===== src/rtl/wbus_pkg.sv =====
package wbus_pkg;
  typedef enum logic [1:0] {
    BUS_IDLE   = 2'd0,
    BUS_SINGLE = 2'd1,
    BUS_CLASH  = 2'd2
  } bus_state_e;
endpackage


===== src/rtl/wbus_gate.sv =====
module wbus_gate #(
  parameter int DW = 8
) (
  input  logic [DW-1:0] data_i,
  input  logic          en_i,
  output logic [DW-1:0] data_o
);
  assign data_o = data_i & {DW{en_i}};
endmodule


===== src/rtl/wbus_merge.sv =====
module wbus_merge #(
  parameter int N_SRC = 4,
  parameter int DW    = 8
) (
  input  logic [N_SRC*DW-1:0] gated_i,
  output logic [DW-1:0]       bus_o
);
  always_comb begin
    bus_o = '0;
    for (int k = 0; k < N_SRC; k++) bus_o = bus_o | gated_i[k*DW +: DW];
  end
endmodule


===== src/rtl/wbus_census.sv =====
module wbus_census
  import wbus_pkg::*;
#(
  parameter int N_SRC = 4
) (
  input  logic [N_SRC-1:0] drv_i,
  output bus_state_e       state_o
);
  localparam int CW = $clog2(N_SRC + 1);

  logic [CW-1:0] cnt;

  always_comb begin
    cnt = '0;
    for (int k = 0; k < N_SRC; k++) cnt = cnt + CW'(drv_i[k]);
  end

  always_comb begin
    if (cnt == '0)      state_o = BUS_IDLE;
    else if (cnt == CW'(1)) state_o = BUS_SINGLE;
    else                state_o = BUS_CLASH;
  end
endmodule


===== src/rtl/wbus_hold.sv =====
module wbus_hold #(
  parameter int DW = 8
) (
  input  logic          clk_i,
  input  logic          rst_ni,
  input  logic          load_i,
  input  logic [DW-1:0] bus_i,
  output logic [DW-1:0] held_o
);
  logic [DW-1:0] held_q;

  always_ff @(posedge clk_i or negedge rst_ni) begin
    if (!rst_ni)     held_q <= '0;
    else if (load_i) held_q <= bus_i;
  end

  assign held_o = held_q;

  assert_load_R5: assert property (@(posedge clk_i) disable iff (!rst_ni)
    load_i |=> held_q == $past(bus_i));

  assert_idle_keep_R8: assert property (@(posedge clk_i) disable iff (!rst_ni)
    !load_i |=> $stable(held_q));
endmodule


===== src/rtl/wbus_top.sv =====
module wbus_top
  import wbus_pkg::*;
#(
  parameter int N_SRC = 4,
  parameter int DW    = 8
) (
  input  logic                clk_i,
  input  logic                rst_ni,
  input  logic                hold_mode_i,
  input  logic [N_SRC*DW-1:0] src_data_i,
  input  logic [N_SRC-1:0]    src_drv_i,
  output logic [DW-1:0]       bus_o,
  output logic                clash_o
);
  logic [N_SRC*DW-1:0] gated;
  logic [DW-1:0]       merged;
  logic [DW-1:0]       held;
  bus_state_e          state;
  logic                any_drv;

  for (genvar k = 0; k < N_SRC; k++) begin : g_src
    wbus_gate #(.DW(DW)) u_gate (
      .data_i(src_data_i[k*DW +: DW]),
      .en_i  (src_drv_i[k]),
      .data_o(gated[k*DW +: DW])
    );
  end

  wbus_merge #(.N_SRC(N_SRC), .DW(DW)) u_merge (
    .gated_i(gated),
    .bus_o  (merged)
  );

  wbus_census #(.N_SRC(N_SRC)) u_census (
    .drv_i  (src_drv_i),
    .state_o(state)
  );

  // keeper load enable: OR of all drive-enables
  assign any_drv = |src_drv_i;

  wbus_hold #(.DW(DW)) u_hold (
    .clk_i (clk_i),
    .rst_ni(rst_ni),
    .load_i(any_drv),
    .bus_i (merged),
    .held_o(held)
  );

  always_comb begin
    if (state != BUS_IDLE) bus_o = merged;
    else if (hold_mode_i)  bus_o = held;
    else                   bus_o = '0;
  end

  assign clash_o = (state == BUS_CLASH);

  assert_no_clash_single_R4: assert property (@(posedge clk_i) disable iff (!rst_ni)
    $onehot0(src_drv_i) |-> !clash_o);

  assert_clash_multi_R4: assert property (@(posedge clk_i) disable iff (!rst_ni)
    ($countones(src_drv_i) > 1) |-> clash_o);

  assert_idle_zero_R6: assert property (@(posedge clk_i) disable iff (!rst_ni)
    (src_drv_i == '0 && !hold_mode_i) |-> bus_o == '0);
endmodule


===== config.mk =====
export PLATFORM = sky130hd
export DESIGN_NAME = wbus_top
export DESIGN_NICKNAME = d
export VERILOG_FILES = /design/src/rtl/wbus_pkg.sv /design/src/rtl/wbus_gate.sv /design/src/rtl/wbus_merge.sv /design/src/rtl/wbus_census.sv /design/src/rtl/wbus_hold.sv /design/src/rtl/wbus_top.sv
export SDC_FILE = /design/constraint.sdc
export NUM_CORES = 1
export LEC_CHECK = 0
export BUFFER_PORTS_ARGS = -buffer_cell sky130_fd_sc_hd__buf_2
export CORE_MARGIN = 2
export CORE_UTILIZATION = 36
export DETAILED_ROUTE_END_ITERATION = 8
export PLACE_DENSITY = 0.74
export SYNTH_ARGS = -nofsm -noshare
export SYNTH_HDL_FRONTEND = slang
export SYNTH_SLANG_ARGS = --single-unit

===== constraint.sdc =====
create_clock -name clk_i -period 4.65 [get_ports clk_i]
set_clock_uncertainty 0.15 [all_clocks]
set_input_delay 1.395 -clock clk_i [delete_from_list [all_inputs] [get_ports clk_i]]
set_output_delay 1.395 -clock clk_i [all_outputs]
set_load 0.01 [all_outputs]

==> metrics.md <==
| Metric | Value |
|---|---|
| Vias | approximately 970 |
| Finished layout cell area | 0.001365 mm2 |
| Share of total power in combinational logic | 59.8% |
| Final setup TNS | -0.4946 ns |
| Worst-path clk slew | 0.06 ns |
| FMAX | roughly 0.21 GHz |
| Crit start category | primary input |
| Vias per inst | 6.113 |
| Worst-case hold path end point | u_hold.held_o[1] |
| Crit path capture type | primary output |
| Hold path depth | 2 |
| Net Switching | 0.1267 mW |
| CTS tree | yes |
| Layer with the highest usage | met2 |
| Drt pass-1 iters | 4 |
| Cell count after synthesis | 73 |
| Dpl hpwl | slightly below 2000 um |
| Layout net count | roughly 180 |
| I/O pin cnt | 48 |
| CP arrival | 3.20 ns |
| CP Class | in2out |
| Residual DRC | 0 |
| Commonest non-fill, non-tap cell in the layout | buf_2 |
| Worst r2r src | u_hold.held_o[6] |
| Global placement routability congestion | ~0.8 |
| RSZ-0062 raised after global routing | true |
| Slew @ Worst Pin | 0.3636 ns |
| CTS Buffer Depth | 2 |
| # diodes | 0 |
| Pre-CTS setup slack | -0.1660 ns |
| GR Overflow Total | 0 |
| P_int | 0.2183 mW |
| Crit share post-route | 102.1% |
| Reg2Reg Setup Slack | 3.61 ns |
| Placed instance area | 0.001187 mm2 |
| Clk network pwr share | 16.3% |
| Largest net degree at the start of global routing | 18 |
| Met3 usage | approximately 4.5% |
| Final max-slew violation count | 0 |
| Share of post-route cells with drive strength above 1 | 67.16% |
| Root Driver | clkbuf_4 |
| Initial Util | between 30% and 40% |
| Setup violators final | 8 |
| Number of flip-flops in the largest register | 8 |
| Mean routed wirelength per cell | approximately 18 um |
| Hold path start | u_hold.held_o[1] |
| Reg2reg path depth | 2 |
| Initial antenna violation count | 0 |
| PD cells | ~250 mW/mm2 |
| Grt met1 use | between 30% and 40% |
| Most frequent cells in the layout | buf_2, a22oi_1, buf_4, buf_6 |
| Final Hold Viols | 0 |
| Post-synthesis sequential area ratio | 28.78% |
| Clk sinks | 8 |
| Netlist cell types | 14 |
| Core area | 0.001764 mm2 |
| Worst vdd ir | 0.1737 mV |
| P_leak | 0.5456 nW |
| Detailed Route Iter0 Violations | 32 |
| Mean Syn Cell Area | 9.530 um2 |
| Sequential share of power | about a quarter |
| Worst path required time | 3.11 ns |
| Routing usage on met2 | between 40% and 50% |
| Hold WS | 0.4341 ns |
| Slew HR | 75.76% |
| Total GRT Usage | 27.31% |
| Yosys warnings | 0 |
| CTS Buf Count | 3 |
| Post-route setup slack | -0.09548 ns |
| Synthesized area | 695.7 um2 |
| MaxCap Viol Count | 0 |
| Final Routed Wirelength | about 2900 um |
| Worst min path class | reg2reg |
| Min Clock Period, post-route | 4.745 ns |
| Area Growth Syn to Fin | 96.22% |
| Pwr Total | 0.3449 mW |
| Die Width | 47.96 um |
| #FFs+latches synth | 8 |
| Num rows | 15 |
| First-pass GRT wire length | 4250 um |
| R2r endpoint | u_hold.held_o[6] |
| DRT antenna net count | 0 |
| H-tree depth | 1 |
| Crit-path max FO | 6 |
| Die Y | 47.96 um |
| I/O Buffers | 47 |
| Syn_nets | 116 |
| Vias in the first global route | roughly 930 |
| Clock Latency Late Sink | 0.26 ns |
| Failing checks | setup timing |
| DIE AREA | 0.002300 mm2 |
| Fillers | 135 |
| Sw Share | 36.73% |
| Outcome | complete, but fails checks |
-- worst max path at each step --
stage,startpoint,endpoint,slack (ns),depth (start not counted)
2_1_floorplan,src_drv_i[1],bus_o[6],0.006,8
3_3_place_gp,src_drv_i[1],bus_o[6],-0.10,9
3_5_place_dp,src_drv_i[1],bus_o[6],-0.17,9
4_1_cts,src_drv_i[1],bus_o[0],-0.07,9
5_1_grt,src_drv_i[1],bus_o[0],-0.11,9
6_report,src_drv_i[1],bus_o[0],-0.1,9
-- timing repair --
action                                 CTS  global route
endpoints found under the hold margin    0             0
pin swaps                                4             1
buffers inserted                         3             1
setup endpoints to repair                8             8
resized for setup                       20            11
hold buffers                             0             0
-- cell type report --
class,instances,area [um2],area share [%]
Multi-Input combinational cell,55,644.4,47.20
Timing Repair Buffer,66,456.7,33.46
Sequential cell,8,200.2,14.67
Tap cell,25,31.28,2.291
Clock buffer,3,22.52,1.650
Inverter,2,10.01,0.7333
-- cell usage after synthesis --
master,instances,area share [%]
a22oi_1,16,17
a31oi_1,16,14
a2111oi_0,8,10
dfrtp_1,8,29
nor4b_1,8,10
buf_2,3,2.2
clkbuf_1,3,1.6
ha_1,3,5.4
buf_6,2,3.2
inv_1,2,1.1
fa_1,1,2.9
or2_2,1,0.90
or3_1,1,0.90
or3b_1,1,1.3
-- kinds of logic after synthesis --
| logic type | count (synthesis) | synth area share, % |
|---|---|---|
| flops | 8 | 28.78 |
| compound gates | 40 | 41.73 |
| fa+ha+maj | 4 | 8.274 |
| buf+inv | 10 | 8.093 |
| simple gates | 11 | 13.13 |
-- through the flow --
stage	utilization, %	cells
global placement	67.31	152
detailed placement	67.31	152
global route	77.38	159
finish	77.38	159
floorplan	-	73
CTS	73.40	158
-- per-layer routing --
metal / up-vias / part of all wire, %
met2: 61 / 52
met5: - / 0
met4: 0 / 2.7
met1: 461 / 38
li1: 442 / -
met3: 8 / 7.2
-- critical path, cell delays in order --
cell	delay [ns]
buf_8	0.10
inv_4	0.05
ha_4	0.20
fa_2	0.37
ha_4	0.26
or3_4	0.36
buf_8	0.15
a31oi_4	0.18
buf_6	0.12
-- power by group through the flow --
stage	logic (mW)	clock network (mW)	registers (mW)
after global routing	0.220	0.0650	0.0826
after detailed placement	0.165	0	0.0819
after CTS	0.183	0.0579	0.0815
after floorplan	0.0978	0	0.0801
final	0.206	0.0562	0.0824
after global placement	0.161	0	0.0812
No activity file was read; power rests on OpenSTA's default activity.
